**src/rtl/timer_pkg.sv**
```systemverilog
package timer_pkg;
  typedef enum logic {
    PH_A = 1'b0,
    PH_B = 1'b1
  } phase_e;
endpackage

```
**src/rtl/timer_prescaler.sv**
```systemverilog
module timer_prescaler #(
  parameter int unsigned DIV = 4
) (
  input  logic clk_i,
  input  logic rst_ni,
  output logic tick_o
);
  localparam int unsigned W = (DIV > 1) ? $clog2(DIV) : 1;
  localparam logic [W-1:0] LAST = W'(DIV - 1);

  generate
    if (DIV <= 1) begin : g_bypass
      assign tick_o = 1'b1;
    end else begin : g_div
      logic [W-1:0] cnt_q;
      always_ff @(posedge clk_i or negedge rst_ni) begin
        if (!rst_ni)            cnt_q <= '0;
        else if (cnt_q == LAST) cnt_q <= '0;
        else                    cnt_q <= cnt_q + 1'b1;
      end
      assign tick_o = (cnt_q == LAST);
    end
  endgenerate
endmodule

```
**src/rtl/timer_cmp_bank.sv**
```systemverilog
module timer_cmp_bank
  import timer_pkg::*;
#(
  parameter int unsigned W    = 16,
  parameter int unsigned NLIM = 2
) (
  input  logic         clk_i,
  input  logic         wr_en_i,
  input  logic         wr_sel_i,
  input  logic [W-1:0] wr_data_i,
  input  logic         dual_i,
  input  phase_e       phase_i,
  input  logic [W-1:0] count_i,
  output logic         hit_o
);
  localparam logic [W-1:0] TOP = '1;

  logic [NLIM-1:0][W-1:0] lim_q;
  logic [W-1:0]           lim_act;

  // limits have no defined reset value
  for (genvar i = 0; i < NLIM; i++) begin : g_lim
    always_ff @(posedge clk_i) begin
      if (wr_en_i && (wr_sel_i == 1'(i))) lim_q[i] <= wr_data_i;
    end
  end

  assign lim_act = (dual_i && phase_i == PH_B) ? lim_q[1] : lim_q[0];
  // zero limit means full-range period
  assign hit_o   = (lim_act == '0) ? (count_i == TOP) : (count_i == lim_act);
endmodule

```
**src/rtl/timer_core.sv**
```systemverilog
module timer_core
  import timer_pkg::*;
#(
  parameter int unsigned W = 16
) (
  input  logic         clk_i,
  input  logic         rst_ni,
  input  logic         step_i,
  input  logic         hit_i,
  input  logic         dual_i,
  output logic [W-1:0] count_o,
  output phase_e       phase_o,
  output logic         irq_o
);
  always_ff @(posedge clk_i or negedge rst_ni) begin
    if (!rst_ni) begin
      count_o <= '0;
      phase_o <= PH_A;
      irq_o   <= 1'b0;
    end else begin
      irq_o <= step_i & hit_i;
      if (step_i) begin
        if (hit_i) begin
          count_o <= '0;
          phase_o <= (dual_i && phase_o == PH_A) ? PH_B : PH_A;
        end else begin
          count_o <= count_o + 1'b1;
        end
      end
    end
  end
endmodule

```
**src/rtl/alt_interval_timer.sv**
```systemverilog
module alt_interval_timer
  import timer_pkg::*;
#(
  parameter int unsigned CNT_W     = 16,
  parameter int unsigned PRESC_DIV = 4
) (
  input  logic             clk_i,
  input  logic             rst_ni,
  input  logic             wr_en_i,
  input  logic             wr_sel_i,
  input  logic [CNT_W-1:0] wr_data_i,
  input  logic             dual_mode_i,
  input  logic             div_sel_i,
  input  logic             step_i,
  output logic [CNT_W-1:0] count_o,
  output logic             phase_o,
  output logic             irq_o
);
  logic   tick_w;
  logic   step_w;
  logic   hit_w;
  phase_e phase_w;

  timer_prescaler #(.DIV(PRESC_DIV)) u_presc (
    .clk_i (clk_i),
    .rst_ni(rst_ni),
    .tick_o(tick_w)
  );

  assign step_w = step_i & (div_sel_i ? tick_w : 1'b1);

  timer_cmp_bank #(.W(CNT_W), .NLIM(2)) u_cmp (
    .clk_i    (clk_i),
    .wr_en_i  (wr_en_i),
    .wr_sel_i (wr_sel_i),
    .wr_data_i(wr_data_i),
    .dual_i   (dual_mode_i),
    .phase_i  (phase_w),
    .count_i  (count_o),
    .hit_o    (hit_w)
  );

  timer_core #(.W(CNT_W)) u_core (
    .clk_i  (clk_i),
    .rst_ni (rst_ni),
    .step_i (step_w),
    .hit_i  (hit_w),
    .dual_i (dual_mode_i),
    .count_o(count_o),
    .phase_o(phase_w),
    .irq_o  (irq_o)
  );

  assign phase_o = phase_w;
endmodule

```
**config.mk**
```make
export PLATFORM = sky130hd
export DESIGN_NAME = alt_interval_timer
export DESIGN_NICKNAME = d
export VERILOG_FILES = /design/src/rtl/timer_pkg.sv /design/src/rtl/timer_prescaler.sv /design/src/rtl/timer_cmp_bank.sv /design/src/rtl/timer_core.sv /design/src/rtl/alt_interval_timer.sv
export SDC_FILE = /design/constraint.sdc
export NUM_CORES = 1
export LEC_CHECK = 0
export BUFFER_PORTS_ARGS = -buffer_cell sky130_fd_sc_hd__buf_2
export CORE_MARGIN = 4
export CORE_UTILIZATION = 50
export CTS_BUF_LIST = sky130_fd_sc_hd__clkbuf_8
export DETAILED_ROUTE_END_ITERATION = 8
export PLACE_DENSITY = 0.74
export SETUP_SLACK_MARGIN = 0.5
export SLEW_MARGIN = 20
export SYNTH_ARGS = -nofsm -noshare
export SYNTH_HDL_FRONTEND = slang
export SYNTH_SLANG_ARGS = --single-unit
```
**constraint.sdc**
```tcl
create_clock -name clk_i -period 2.77 [get_ports clk_i]
set_input_delay 0.4155 -clock clk_i [delete_from_list [all_inputs] [get_ports clk_i]]
set_output_delay 0.4155 -clock clk_i [all_outputs]
set_load 0.02 [all_outputs]
```
# [After elaboration in Yosys (flattened, before gate mapping)]
# Cells that the tools add are included.
# Widths: inputs -> output; s select.
[totals] inputBits=23 reg_bits=52 out_inout_bits=18 elab_cells=27
[op_classes] reduce_logical=6 bitwise=4 eq_ne=3 n_mux=6 add_sub_neg=2
[ops] op="$mux 16" count=2
[ops] op="$add 16x1->16 const B" count=1
[ops] op="$eq 16x16->1" count=1
[ops] op="$eq 16x16->1 const B" count=1
[ops] op="$logic_not 16->1" count=1
[ops] op="$logic_and 1x1->1" count=4
[ops] op="$mux 1" count=3
[ops] op="$add 2x1->2 const B" count=1
[ops] op="$and 1x1->1" count=2
[ops] op="$eq 2x2->1 const B" count=1
[ops] op="$mux 2" count=1
[ops] op="$not 1->1" count=2
[ops] op="$reduce_and 2->1" count=1

# [Longest topological paths before layout]
[depth] word_depth=5 depth_mapped=10 mapped_depth_nobuf=7

# [Hierarchy]
# A second synthesis with hierarchy kept.
[hier_totals] cells_unflattened=244 area_unflattened_um2=2738.9
[modules_own_cells] mod="timer_cmp_bank" area_per_inst_um2=1705.4 seq_area_each_um2=960.9 cells_per_inst=141 n_inst=1
[modules_own_cells] mod="timer_core" area_per_inst_um2=955.9 seq_area_each_um2=450.4 cells_per_inst=97 n_inst=1
[modules_own_cells] mod="timer_prescaler" area_per_inst_um2=66.3 seq_area_each_um2=50.0 cells_per_inst=4 n_inst=1
[modules_own_cells] mod="alt_interval_timer" area_per_inst_um2=11.3 seq_area_each_um2=0.0 cells_per_inst=2 n_inst=1

# [Worst setup path after synthesis]
# Ideal clock, no wire load.
[synth_timing] path_kind="reg2reg" startpoint="reg u_core.phase_o" endpoint="reg u_core.phase_o" period_less_slack_ns=2.651 arrival_ns=2.523 path_buffers=2 slack_ns=0.119 path_stages_with_launch=9 required_ns=2.643 setup_time_ns=0.127 path_cell_list="dfrtp_1 -> buf_6 -> and2_4 -> buf_6 -> mux4_2 -> a221o_1 -> o31ai_4 -> and3_4 -> mux2_1"
[synth_via] elab_chain_len=5 word_cells_on_any_way=9 cone_classes="1 x eq/ne; 3 x mux; 1 x bitwise; 4 x reduce/logical"
[synth_rtl] item="start: declaration" line_no="timer_core.sv:12" rtl="output phase_e phase_o,"
[synth_rtl] item="start signal: assignment" line_no="timer_core.sv:25" rtl="phase_o <= (dual_i && phase_o == PH_A) ? PH_B : PH_A;"
[synth_rtl] item="$logic_and 1x1->1" line_no="timer_cmp_bank.sv:28" rtl="assign lim_act = (dual_i && phase_i == PH_B) ? lim_q[1] : lim_q[0];"
[synth_rtl] item="$mux 16" line_no="timer_cmp_bank.sv:28"
[synth_rtl] item="$eq 16x16->1 or $logic_not 16->1 (tied branches)" line_no="timer_cmp_bank.sv:30" rtl="assign hit_o = (lim_act == '0) ? (count_i == TOP) : (count_i == lim_act);"
[synth_rtl] item="$mux 1" line_no="timer_cmp_bank.sv:30"
[synth_rtl] item="$reduce_and 2->1 (no line)"
# Parallel ways exist; a longest one is shown, timed or not.
# A chain may end at the register's enable or synchronous reset.

# [Worst setup path after layout]
# Same ends and word-level chain as after synthesis.

==> flow_summary.yaml <==
clocking:
  cts_root_buf: "clkbuf_8"
  clkLatencyLatePin_ps: 310
  cts_hold_buf: 0
  htreeDepth: 2
  cts_tree: "done"
  clk_path_buf_depth: 2
  numClockSinks: 52
  clk_pin_slew_ps: 90
  numCtsBuffers: 5
placed_design:
  dpl_worst_slack_ps: 89.3
  placed_cells: 345
  gp_congestion: 0.875
  port_buffers: 40
  place_hpwl_um: 4310
die:
  die_area_um2: 6740
  io_pins: 41
  core-area_um2: 5200
  die_w_um: 82.1
  rows: 26
  dieHeight_um: 82.1
  initial_core_util_pct: 52.7
grt:
  grtUsageMet2_pct: 32.7
  use_met1_pct: 24.7
  top_usage_layer: "met2"
  grt_usage_pct: 19.8
  grt_pass1_wl_um: 10000
  antenna_found_initial: 0
  met3_usage_pct: 4.50
  grt_overflow: 0
  grt_max_degree: 21
  first_global_vias: 2115
power_and_ir_drop:
  p_per_area_nw_per_um2: 580
  netSwitchingFraction_pct: 28.0
  p_leak_nw: 1.33
  p_seq_share_pct: 51.2
  switchingPower_w: 0.000561
  p_clk_share_pct: 29.9
  p_int_w: 0.00144
  power_w: 0.00200
  max-vdd-ir-drop_v: 0.000392
  p_comb_share_pct: 18.9
logic_synthesis:
  yosysTopAreaCellShare_pct: 35.0
  synth.area.top_cells: "edfxtp_1, dfrtp_1, xnor2_1"
  netlist_top_cells_count: "edfxtp_1, nor2_1, xnor2_1, dfrtp_1, nand2_1"
  syn_area_um2: 2740
  yosysMostFrequentCell: "edfxtp_1"
  syn_area_per_cell_um2: 11.2
  synth-edff-count: 32
  yosysWarnings: 0
  synth_cell_types: 46
  yosysTopAreaCell: "edfxtp_1"
  syn-num-nets: 269
  syn_inst: 244
  synth-async-reset-ratio_pct: 38.5
  yosysSeqAreaShare_pct: 53.3
  synth_ff_type: "edfxtp_1"
  ys_seq_elements: 52
sta:
  fmax_mhz: 405
  finalCritPeriodShare_pct: 89.1
  rsz0062_at_grt: "yes"
  finalSetupViolCount: 0
  setup_ws_ps: 302
  tns_ps: 0
  slew_headroom_pct: 50.9
  report.final.slew_viol_count: 0
  timing.final.crit_period_ps: 2470
  fin_worst_skew_ps: 10.0
  worst_pin_slew_ps: 737
  hold_viol_final: 0
cells_and_area:
  drive_gt1_share_pct: 34.1
  n_antenna_cell: 0
  final_cells: 372
  area_growth_pct: 25.7
  final_nets: 327
detailed_routing:
  vias_per_cell: 5.72
  drtIter0Drc: 116
  ant_nets: 0
  drtPass1Iterations: 4
  drc: 0
  finalWirelength_um: 6160
  wl_per_cell_um: 16.5
  vias: 2127
worst_setup_path:
  path_cells: "and2_4 -> mux4_2 -> a221o_1 -> o31ai_4 -> and3_4 -> mux2_4"
  path_max_fanout: 8
  endpoint_kind: "flop"
  max_stage_delay_ps: 500
  crit_required_ps: 2970
  worstSetupPathType: "reg2reg"
  cpMaxStageDelayCell: "mux4_2"
  arrival_ps: 2670
  cp-start-kind: "flop"
flow_run:
  drv_cap: 0
hold_path:
  hold_class: "in2async"
outcome:
  status: "finished, final reports clean"
-- placed cells by master (no fill, tap or decap), types with 3 or more instances in the layout --
| master | n |
|---|---|
| buf_2 | 40 |
| nor4_1 | 3 |
| buf_4 | 19 |
| and3_1 | 6 |
| edfxtp_1 | 32 |
| dfrtp_1 | 19 |
| a211o_1 | 3 |
| inv_1 | 4 |
| o21ai_0 | 5 |
| nor2_1 | 15 |
| and2_1 | 6 |
| nor2b_1 | 3 |
| nand3_1 | 9 |
| nor2_4 | 9 |
| nor2_2 | 3 |
| buf_6 | 3 |
| clkbuf_8 | 5 |
| xnor2_1 | 22 |
| a221o_1 | 5 |
| nand2b_1 | 4 |
| nand4_1 | 9 |
| o211ai_1 | 4 |
| a21oi_1 | 6 |
| xor2_1 | 7 |
| nand2_1 | 16 |
| or3_1 | 3 |
-- cells by family (layout without fill, tap and decap cells) --
family                     after synthesis  after routing  synth area share [%]
AOI/OAI and AO/OA                       36             36                  10.4
xor gates and xnor gates                29             29                  9.26
adders and majority gates                2              2                 0.912
buffers and inverters                   17             75                  3.15
DFF                                     52             52                  53.3
muxes                                    6              6                  3.19
and+or+nand+nor                        102            102                  19.8
-- power groups by stage --
stage | registers, W | logic, W | clock network (W)
global placement | 0.00103 | 0.000338 | 0
floorplan | 0.00101 | 0.000245 | 0
global route | 0.00104 | 0.000415 | 0.000647
CTS | 0.00102 | 0.000359 | 0.000612
detailed placement | 0.00104 | 0.000345 | 0
finish | 0.00103 | 0.000378 | 0.000598
-- state kept, by name, summed over array words and instances, names as in the netlist --
name / flops
u_core.phase_o: 1
u_core.count_o: 16
u_cmp.lim_q: 32
u_presc.g_div.cnt_q: 2
u_core.irq_o: 1
-- cell type report --
class                      instances  area [µm²]
fill                             406        1760
clock inverter                     2        60.1
clock buffer                       5        68.8
sequential                        52        1460
tap                               70        87.6
multi-input combinational        175        1330
timing repair buffer              64         424
inverter                           4        15.0
-- worst paths after layout --
path	to	cells after the start	slack, ps	start
worst min register to register	u_presc.g_div.cnt_q[0]	1	430	u_presc.g_div.cnt_q[0]
max in group asynchronous	u_core.phase_o	1	2400	rst_ni
worst max register to register	u_core.phase_o	6	300	u_core.phase_o
min in group clk_i	u_cmp.lim_q[8]	1	290	wr_data_i[8]
worst min-delay path	u_core.count_o[10]	1	30	rst_ni
worst max-delay path	u_core.phase_o	6	300	u_core.phase_o
-- layer usage --
layer  part of all wire (%)  vias to the layer above
li1                       -                     1006
met1                     42                     1043
met2                     50                       69
met3                    6.8                        9
met4                    1.3                        0
met5                      0                        -
-- through the flow --
| stage | area [µm²] | hold slack [ps] | util [%] |
|---|---|---|---|
| after floorplan | 2750 | 120 | - |
| after global placement | 3000 | 380 | 57.5 |
| after detailed placement | 3000 | 384 | 57.5 |
| after CTS | 3350 | 42.0 | 64.4 |
| after global routing | 3450 | 66.1 | 66.3 |
| final | 3450 | 30.9 | 66.3 |
-- worst max-delay path: cells and delay by family (launching register included) --
| kind | cells | cell delay, ps |
|---|---|---|
| muxes | 2 | 790 |
| DFF | 1 | 440 |
| AOI/OAI and AO/OA | 2 | 650 |
| and+or+nand+nor | 2 | 470 |
-- what timing repair did --
action,in CTS,in global routing
pin swaps,10,9
endpoints found under the setup margin,18,18
setup buffers,16,3
gates cloned,1,0
gates resized for setup,18,21
Power figures use the tool's default switching activity.
